`config.mk`:
```
export PLATFORM = sky130hd
export DESIGN_NAME = mc_ctrl_fsm
export DESIGN_NICKNAME = d
export VERILOG_FILES = /design/src/rtl/mc_ctrl_pkg.sv /design/src/rtl/mc_op_classify.sv /design/src/rtl/mc_next_state.sv /design/src/rtl/mc_ctrl_decode.sv /design/src/rtl/mc_ctrl_fsm.sv
export SDC_FILE = /design/constraint.sdc
export NUM_CORES = 1
export LEC_CHECK = 0
export CAP_MARGIN = 20
export CORE_AREA = 3 3 40 42
export DETAILED_ROUTE_END_ITERATION = 8
export DIE_AREA = 0 0 43 45
export DONT_BUFFER_PORTS = 1
export GPL_ROUTABILITY_DRIVEN = 0
export SLEW_MARGIN = 20
export SYNTH_ARGS = -nofsm -noshare
export SYNTH_HDL_FRONTEND = slang
export SYNTH_SLANG_ARGS = --single-unit
```
`constraint.sdc`:
```
create_clock -name clk_i -period 1.4 [get_ports clk_i]
set_input_delay 0.28 -clock clk_i [delete_from_list [all_inputs] [get_ports clk_i]]
set_output_delay 0.28 -clock clk_i [all_outputs]
set_load 0.01 [all_outputs]
```
`src/rtl/mc_ctrl_pkg.sv`:
```
package mc_ctrl_pkg;
  localparam int OP_W    = 6;
  localparam int STATE_W = 4;
  localparam int SEL_W   = 2;

  localparam logic [OP_W-1:0] OP_RTYPE = 6'h00;
  localparam logic [OP_W-1:0] OP_J     = 6'h02;
  localparam logic [OP_W-1:0] OP_JAL   = 6'h03;
  localparam logic [OP_W-1:0] OP_BEQ   = 6'h04;
  localparam logic [OP_W-1:0] OP_LW    = 6'h23;
  localparam logic [OP_W-1:0] OP_SW    = 6'h2B;

  // Register-register loop is Gray: 0000 -> 0001 -> 0011 -> 0010 -> 0000
  typedef enum logic [STATE_W-1:0] {
    ST_FETCH    = 4'b0000,
    ST_DECODE   = 4'b0001,
    ST_R_EXEC   = 4'b0011,
    ST_R_WB     = 4'b0010,
    ST_MEM_ADDR = 4'b0101,
    ST_MEM_RD   = 4'b0111,
    ST_LD_WB    = 4'b0110,
    ST_MEM_WR   = 4'b0100,
    ST_BR_DONE  = 4'b1001,
    ST_J_DONE   = 4'b1011,
    ST_JAL_DONE = 4'b1010,
    ST_EXC      = 4'b1000
  } state_e;

  typedef enum logic [2:0] {
    CL_MEM, CL_RTYPE, CL_BRANCH, CL_JUMP, CL_ILLEGAL
  } op_class_e;

  typedef struct packed {
    op_class_e cls;
    logic      is_store;
    logic      is_link;
  } op_info_t;

  typedef struct packed {
    logic             pc_write;
    logic             pc_write_cond;
    logic             mem_read;
    logic             mem_write;
    logic             addr_sel;
    logic             ir_write;
    logic             reg_write;
    logic [SEL_W-1:0] reg_dst;
    logic [SEL_W-1:0] wb_sel;
    logic             alu_a_sel;
    logic [SEL_W-1:0] alu_b_sel;
    logic [SEL_W-1:0] alu_op;
    logic [SEL_W-1:0] pc_sel;
    logic             epc_write;
    logic             cause_write;
  } ctrl_t;

  localparam logic [SEL_W-1:0] B_REG = 2'd0, B_FOUR = 2'd1, B_OFS = 2'd2, B_OFS_SH = 2'd3;
  localparam logic [SEL_W-1:0] AOP_ADD = 2'd0, AOP_SUB = 2'd1, AOP_FUNCT = 2'd2;
  localparam logic [SEL_W-1:0] PCS_ALU = 2'd0, PCS_ALUOUT = 2'd1, PCS_JUMP = 2'd2, PCS_VEC = 2'd3;
  localparam logic [SEL_W-1:0] DST_RT = 2'd0, DST_RD = 2'd1, DST_RA = 2'd2;
  localparam logic [SEL_W-1:0] WB_ALU = 2'd0, WB_MEM = 2'd1, WB_PC = 2'd2;
endpackage

```
`src/rtl/mc_op_classify.sv`:
```
module mc_op_classify
  import mc_ctrl_pkg::*;
(
  input  logic [OP_W-1:0] opcode_i,
  output op_info_t        info_o
);
  always_comb begin
    info_o = '{cls: CL_ILLEGAL, is_store: 1'b0, is_link: 1'b0};
    unique case (opcode_i)
      OP_RTYPE: info_o.cls = CL_RTYPE;
      OP_LW:    info_o.cls = CL_MEM;
      OP_SW:    begin info_o.cls = CL_MEM;  info_o.is_store = 1'b1; end
      OP_BEQ:   info_o.cls = CL_BRANCH;
      OP_J:     info_o.cls = CL_JUMP;
      OP_JAL:   begin info_o.cls = CL_JUMP; info_o.is_link = 1'b1; end
      default:  info_o.cls = CL_ILLEGAL;
    endcase
  end
endmodule

```
`src/rtl/mc_next_state.sv`:
```
module mc_next_state
  import mc_ctrl_pkg::*;
(
  input  state_e   state_i,
  input  op_info_t info_i,
  output state_e   next_o
);
  always_comb begin
    next_o = ST_FETCH;
    case (state_i)
      ST_FETCH:  next_o = ST_DECODE;
      ST_DECODE: begin
        case (info_i.cls)
          CL_MEM:    next_o = ST_MEM_ADDR;
          CL_RTYPE:  next_o = ST_R_EXEC;
          CL_BRANCH: next_o = ST_BR_DONE;
          CL_JUMP:   next_o = info_i.is_link ? ST_JAL_DONE : ST_J_DONE;
          default:   next_o = ST_EXC;
        endcase
      end
      ST_MEM_ADDR: next_o = info_i.is_store ? ST_MEM_WR : ST_MEM_RD;
      ST_MEM_RD:   next_o = ST_LD_WB;
      ST_R_EXEC:   next_o = ST_R_WB;
      default:     next_o = ST_FETCH; // completion states and unused codes
    endcase
  end
endmodule

```
`src/rtl/mc_ctrl_decode.sv`:
```
module mc_ctrl_decode
  import mc_ctrl_pkg::*;
(
  input  state_e state_i,
  output ctrl_t  ctrl_o
);
  always_comb begin
    ctrl_o = '0;
    case (state_i)
      ST_FETCH: begin
        ctrl_o.pc_write  = 1'b1;
        ctrl_o.mem_read  = 1'b1;
        ctrl_o.ir_write  = 1'b1;
        ctrl_o.alu_b_sel = B_FOUR;
        ctrl_o.alu_op    = AOP_ADD;
        ctrl_o.pc_sel    = PCS_ALU;
      end
      ST_DECODE: ctrl_o.alu_b_sel = B_OFS_SH; // branch target into ALU output reg
      ST_MEM_ADDR: begin
        ctrl_o.alu_a_sel = 1'b1;
        ctrl_o.alu_b_sel = B_OFS;
      end
      ST_MEM_RD: begin
        ctrl_o.mem_read = 1'b1;
        ctrl_o.addr_sel = 1'b1;
      end
      ST_LD_WB: begin
        ctrl_o.reg_write = 1'b1;
        ctrl_o.reg_dst   = DST_RT;
        ctrl_o.wb_sel    = WB_MEM;
      end
      ST_MEM_WR: begin
        ctrl_o.mem_write = 1'b1;
        ctrl_o.addr_sel  = 1'b1;
      end
      ST_R_EXEC: begin
        ctrl_o.alu_a_sel = 1'b1;
        ctrl_o.alu_b_sel = B_REG;
        ctrl_o.alu_op    = AOP_FUNCT;
      end
      ST_R_WB: begin
        ctrl_o.reg_write = 1'b1;
        ctrl_o.reg_dst   = DST_RD;
        ctrl_o.wb_sel    = WB_ALU;
      end
      ST_BR_DONE: begin
        ctrl_o.alu_a_sel     = 1'b1;
        ctrl_o.alu_op        = AOP_SUB;
        ctrl_o.pc_write_cond = 1'b1;
        ctrl_o.pc_sel        = PCS_ALUOUT;
      end
      ST_J_DONE: begin
        ctrl_o.pc_write = 1'b1;
        ctrl_o.pc_sel   = PCS_JUMP;
      end
      ST_JAL_DONE: begin
        ctrl_o.pc_write  = 1'b1;
        ctrl_o.pc_sel    = PCS_JUMP;
        ctrl_o.reg_write = 1'b1;
        ctrl_o.reg_dst   = DST_RA;
        ctrl_o.wb_sel    = WB_PC; // PC already holds return address
      end
      ST_EXC: begin
        ctrl_o.alu_b_sel   = B_FOUR;
        ctrl_o.alu_op      = AOP_SUB; // PC-4 into EPC
        ctrl_o.epc_write   = 1'b1;
        ctrl_o.cause_write = 1'b1;
        ctrl_o.pc_write    = 1'b1;
        ctrl_o.pc_sel      = PCS_VEC;
      end
      default: ctrl_o = '0;
    endcase
  end
endmodule

```
`src/rtl/mc_ctrl_fsm.sv`:
```
module mc_ctrl_fsm
  import mc_ctrl_pkg::*;
(
  input  logic               clk_i,
  input  logic               rst_ni,
  input  logic [OP_W-1:0]    opcode_i,
  output logic [STATE_W-1:0] state_o,
  output logic               pc_write_o,
  output logic               pc_write_cond_o,
  output logic               mem_read_o,
  output logic               mem_write_o,
  output logic               addr_sel_o,
  output logic               ir_write_o,
  output logic               reg_write_o,
  output logic [SEL_W-1:0]   reg_dst_o,
  output logic [SEL_W-1:0]   wb_sel_o,
  output logic               alu_a_sel_o,
  output logic [SEL_W-1:0]   alu_b_sel_o,
  output logic [SEL_W-1:0]   alu_op_o,
  output logic [SEL_W-1:0]   pc_sel_o,
  output logic               epc_write_o,
  output logic               cause_write_o
);
  state_e   state_q, state_d;
  op_info_t info;
  ctrl_t    ctrl;

  mc_op_classify i_classify (.opcode_i(opcode_i), .info_o(info));
  mc_next_state  i_next     (.state_i(state_q), .info_i(info), .next_o(state_d));
  mc_ctrl_decode i_decode   (.state_i(state_q), .ctrl_o(ctrl));

  always_ff @(posedge clk_i or negedge rst_ni) begin
    if (!rst_ni) state_q <= ST_FETCH;
    else         state_q <= state_d;
  end

  assign state_o         = state_q;
  assign pc_write_o      = ctrl.pc_write;
  assign pc_write_cond_o = ctrl.pc_write_cond;
  assign mem_read_o      = ctrl.mem_read;
  assign mem_write_o     = ctrl.mem_write;
  assign addr_sel_o      = ctrl.addr_sel;
  assign ir_write_o      = ctrl.ir_write;
  assign reg_write_o     = ctrl.reg_write;
  assign reg_dst_o       = ctrl.reg_dst;
  assign wb_sel_o        = ctrl.wb_sel;
  assign alu_a_sel_o     = ctrl.alu_a_sel;
  assign alu_b_sel_o     = ctrl.alu_b_sel;
  assign alu_op_o        = ctrl.alu_op;
  assign pc_sel_o        = ctrl.pc_sel;
  assign epc_write_o     = ctrl.epc_write;
  assign cause_write_o   = ctrl.cause_write;
endmodule

```
* Word level (Yosys, flattened, before mapping) *
Cells that the tools add are included.

word-level totals
  register bits after elaboration = 4
  latch bits = 0
  RAM bits = 0
  bits in read-only memories = 0
  input port bits = 8
  output and inout bits = 24
  logic and storage cells = 51
  memories kept = 0

cells by class
  $add $sub $neg = 0
  multipliers = 0
  divide/modulo/power cells = 0
  order comparisons = 0
  eq/ne operators = 19
  shift-type cells = 0
  mux-type cells = 19
  bitwise operators = 0
  reductions and logical operators = 12

operators with widths
  kind                  count
  $pmux W4 S5           1
  $eq A4 B3 Y1 const B  4
  $eq A4 B4 Y1 const B  4
  $pmux W4 S4           1
  $pmux W5 S3           1
  $reduce_or A2 Y1      7
  $eq A6 B2 Y1 const B  2
  $eq A6 B6 Y1 const B  2
  $pmux W2 S3           2
  $pmux W3 S4           1
  $mux W1               10
  $eq A4 B2 Y1 const B  2
  $eq A3 B2 Y1 const B  2
  $eq A6 B3 Y1 const B  1
  $logic_not A6 Y1      1
  $eq A4 B1 Y1 const B  1
  $logic_not A4 Y1      1
  $mux W2               2
  $pmux W2 S2           1
  $reduce_or A4 Y1      1
  $eq A3 B1 Y1 const B  1
  $logic_not A3 Y1      1
  $reduce_or A3 Y1      1

* Longest topological paths before layout *
  word-level depth = 6
  gate-level depth with buffers = 4
  gate-level depth less buffers = 3

* Cells and area by module *
From an unflattened synthesis, not the netlist that was laid out.

second synthesis, totals
  cell total of the unflattened synthesis = 70
  area, all modules = 499.2 um^2

by module, submodules not included
  module          instances  cells each  area each (um^2)  sequential area each (um^2)
  mc_ctrl_decode  1          36          236.5             0.0
  mc_ctrl_fsm     1          4           100.1             100.1
  mc_next_state   1          15          81.3              0.0
  mc_op_classify  1          15          81.3              0.0

* Least setup slack after synthesis *
No wires, ideal clock.

  path type = reg-to-output
  from = reg state_q[2], in the netlist state_o[2]
  to = out epc_write_o
  data arrival time = 1.275 ns
  required time = 1.120 ns
  path slack = -0.155 ns
  stages on the path, launching flop included = 5
  buffers on the path = 2
  path through = dfrtp_1 -> buf_2 -> nand2b_1 -> nor3_1 -> buf_4

between the ends
  cells in the longest elaborated chain, start to end = 2

RTL lines
  item                      line                 source
  start: declaration        mc_ctrl_fsm.sv:24    state_e state_q, state_d;
  start signal: assignment  mc_ctrl_fsm.sv:34    else state_q <= state_d;
  $eq A4 B4 Y1              mc_ctrl_decode.sv:9  case (state_i)
  $mux W2                   mc_ctrl_decode.sv:9
  end: declaration          mc_ctrl_fsm.sv:21    output logic epc_write_o,

Every way passes these cells.

* Worst setup path in the final report *
  from = reg state_q[0], in the netlist state_o[0]
  to = out alu_b_sel_o[0]

between the ends
  cells in the longest elaborated chain, start to end = 3
  elaborated cells on any way between the ends = 6
  classes of those cells = eq/ne: 3; mux: 1; reduce/logical: 2

RTL lines
  item                                                     line                 source
  $eq A4 B4 Y1 / $logic_not A4 Y1 (equally long branches)  mc_ctrl_decode.sv:9
  $reduce_or A2 Y1 (no source line)                        --
  $pmux W2 S3 (*)                                          mc_ctrl_decode.sv:9
  end: declaration                                         mc_ctrl_fsm.sv:18    output logic [SEL_W-1:0] alu_b_sel_o,

Mark *: on every way between the ends. The rest lies on a longest branch, timed or not.

==> impl_metrics.json <==
{
  "drive_above_1_share": 0.6585,
  "routedWlPerCell_um": 15.23,
  "synth_top_area_frac": 0.2332,
  "syn_nets": 69,
  "core-area_um2": 1285,
  "clk_latency_ns": 0.23,
  "yosysWarningCount": 0,
  "place_area_um2": 564.3,
  "cap_viol_max_count": 0,
  "dp_hpwl_um": 900.2,
  "die_w_um": 43,
  "syn2layout_area_growth_pct": 85.42,
  "synth_top_family_by_area": "simple AND/OR/NAND/NOR gates",
  "grt_pass1_vias": 541,
  "irDropWorstVdd_mv": 0.6949,
  "htree_levels": 1,
  "via_per_inst": 5.567,
  "worstPathArrival_ns": 1.25,
  "cts_root_buffer": "clkbuf_4",
  "cts_buffer_depth": 2,
  "grt_max_degree": 9,
  "grt.overflow.total": 0,
  "finalWirelength_mm": 1.477,
  "drc": 0,
  "p_per_area_nw_per_um2": 1717,
  "cts_buffers": 3,
  "synthTopCellsByArea": "dfrtp_1 23%, nor2_1 8.7%, nor3_1 8.2%",
  "antenna_left": 0,
  "period_needed_ns": 1.532,
  "worst_pin_slew_ns": 0.3305,
  "mostFrequentLayoutCells": "15 x buf_4, 9 x buf_6, 6 x nor2_1",
  "start_kind": "flop",
  "fillers": 112,
  "start_util": 0.3340,
  "rsz0062_at_grt": "true",
  "rows": 13,
  "diodes": 0,
  "crit_slowest_cell": "dfrtp_2",
  "drt_iter0_markers": 11,
  "fin_util": 0.6193,
  "cts_tree": "yes",
  "grt_pass1_wl_mm": 2.311,
  "finalCritPeriodShare": 1.094,
  "violations": "negative setup slack",
  "largest_reg_flops": 4,
  "yosys.area_share.adder": 0,
  "crit_top_cell": "buf_4",
  "total_power_mw": 1.366,
  "synthMuxAreaShare": 0,
  "setup_violations": 16,
  "ys_ff_latch": 4,
  "die-area_um2": 1935,
  "nNetsFinal": 92,
  "clock_sinks": 4,
  "critPathTopFamily": "flip-flops",
  "hold_ws_ns": 0.3243,
  "yosys.area_share.simple": 0.4402,
  "pre_cts_slack_ns": 0.04597,
  "postLayoutSetupSlackWorst_ns": -0.1318,
  "ys_types": 27,
  "synth_area_leader_cell": "dfrtp_1",
  "crit_path_cell_trace": "buf_4, a211oi_2, buf_4",
  "status": "complete, but fails checks",
  "synth_compound_area_frac": 0.2070,
  "max_slew_margin": 0.7792,
  "cp-end-kind": "primary output",
  "leakagePower_nw": 0.3240,
  "vias": 540,
  "io_buffers": 0,
  "io_pins": 32,
  "min_path_type": "in2async",
  "synthCells": 61,
  "startpoint": "state_o[0]$_DFF_PN0_",
  "die_y_um": 45,
  "worstPathRequired_ns": 1.12,
  "fin_skew_ns": 0.0005133,
  "final_max_slew_viol_count": 0,
  "r2r_start": "state_o[1]$_DFF_PN0_",
  "syn_avg_cell_area_um2": 7.035,
  "slowest_delay_ns": 0.45,
  "clk_pin_slew_ns": 0.03,
  "ys_seq_area_frac": 0.2332,
  "firstDrtPassIters": 4,
  "track_usage": 0.1630,
  "design_area_um2": 795.8,
  "syn-cell-area_um2": 429.2,
  "crit_buf_inv": 2,
  "crit_type": "reg2out",
  "layout_commonest_cell": "buf_4",
  "antenna_found_initial": 0,
  "synth-xor-area-share": 0.02041,
  "cp_max_fo": 6,
  "finalHoldViolations": 0,
  "clock.fmax_mhz": 652.8
}
worst register-to-register path, delay by kind of cell (launching register included):
family	cells	cell delay, ns
DFF	1	0.45
AOI/OAI and AO/OA	2	0.39
buffers and inverters	2	0.31
and+or+nand+nor	1	0.19
worst paths after layout:
kind	end	slack, ns	cells after the start
worst max-delay path	alu_b_sel_o[0]	-0.13	3
worst min-delay path	state_o[3]$_DFF_PN0_	0.32	1
worst max register to register	state_o[0]$_DFF_PN0_	-0.01	5
worst min register to register	state_o[1]$_DFF_PN0_	0.66	2
max in group asynchronous	state_o[1]$_DFF_PN0_	0.88	1
min in group clk_i	state_o[1]$_DFF_PN0_	0.33	3
final cells by class:
cell class	count	area [µm²]	area share
inverters	1	3.754	0.004717
flip-flops and latches	4	105.1	0.1321
multi-input cells	49	421.7	0.5299
repair buffers	25	224.0	0.2814
clock buffers	3	22.52	0.02830
well taps	15	18.77	0.02358
through the flow:
step | cells | TNS, ns
floorplan | 61 | -0.004971
global placement | 86 | 0
detailed placement | 86 | 0
CTS | 96 | -1.059
global route | 97 | -1.975
finish | 97 | -1.065
synth_stat cells:
master	number
a211oi_1	1
a21bo_2	1
a21oi_1	4
a21oi_2	1
a22oi_1	1
a311o_1	1
a31oi_1	2
and2_1	1
and3_1	1
buf_2	4
buf_4	2
clkbuf_1	1
dfrtp_1	4
inv_1	1
nand2b_1	5
nand3_1	1
nor2_1	10
nor2b_1	3
nor3_1	7
nor3b_1	2
nor4_1	2
nor4b_1	1
o21a_1	1
o21ai_0	1
or2_0	1
or3_1	1
xnor2_1	1
logic make-up after synthesis:
kind of cell              Yosys count
and+or+nand+nor                    35
DFF                                 4
AOI/OAI and AO/OA                  13
xor gates and xnor gates            1
buffers and inverters               8
report_power, final:
group	total [mW]	internal [mW]	switching, mW	leakage [nW]
clock	0.140	0.0957	0.0446	0.0138
combinational	0.999	0.510	0.488	0.263
sequential	0.227	0.154	0.0737	0.0469
metal layers:
layer / wire (µm) / GRT usage
met5: 0 / 0
met4: 49 / 0.1325
met3: 129 / 0.03187
met2: 797 / 0.2904
met1: 500 / 0.1659
timing repair:
item / in CTS / in global routing
buffers inserted: 6 / 1
resized for setup: 18 / 19
pin swaps: 6 / 5
hold buffers: 1 / 0
endpoints found under the hold margin: 4 / 0
endpoints found under the setup margin: 19 / 21
Power figures use the tool's default switching activity.
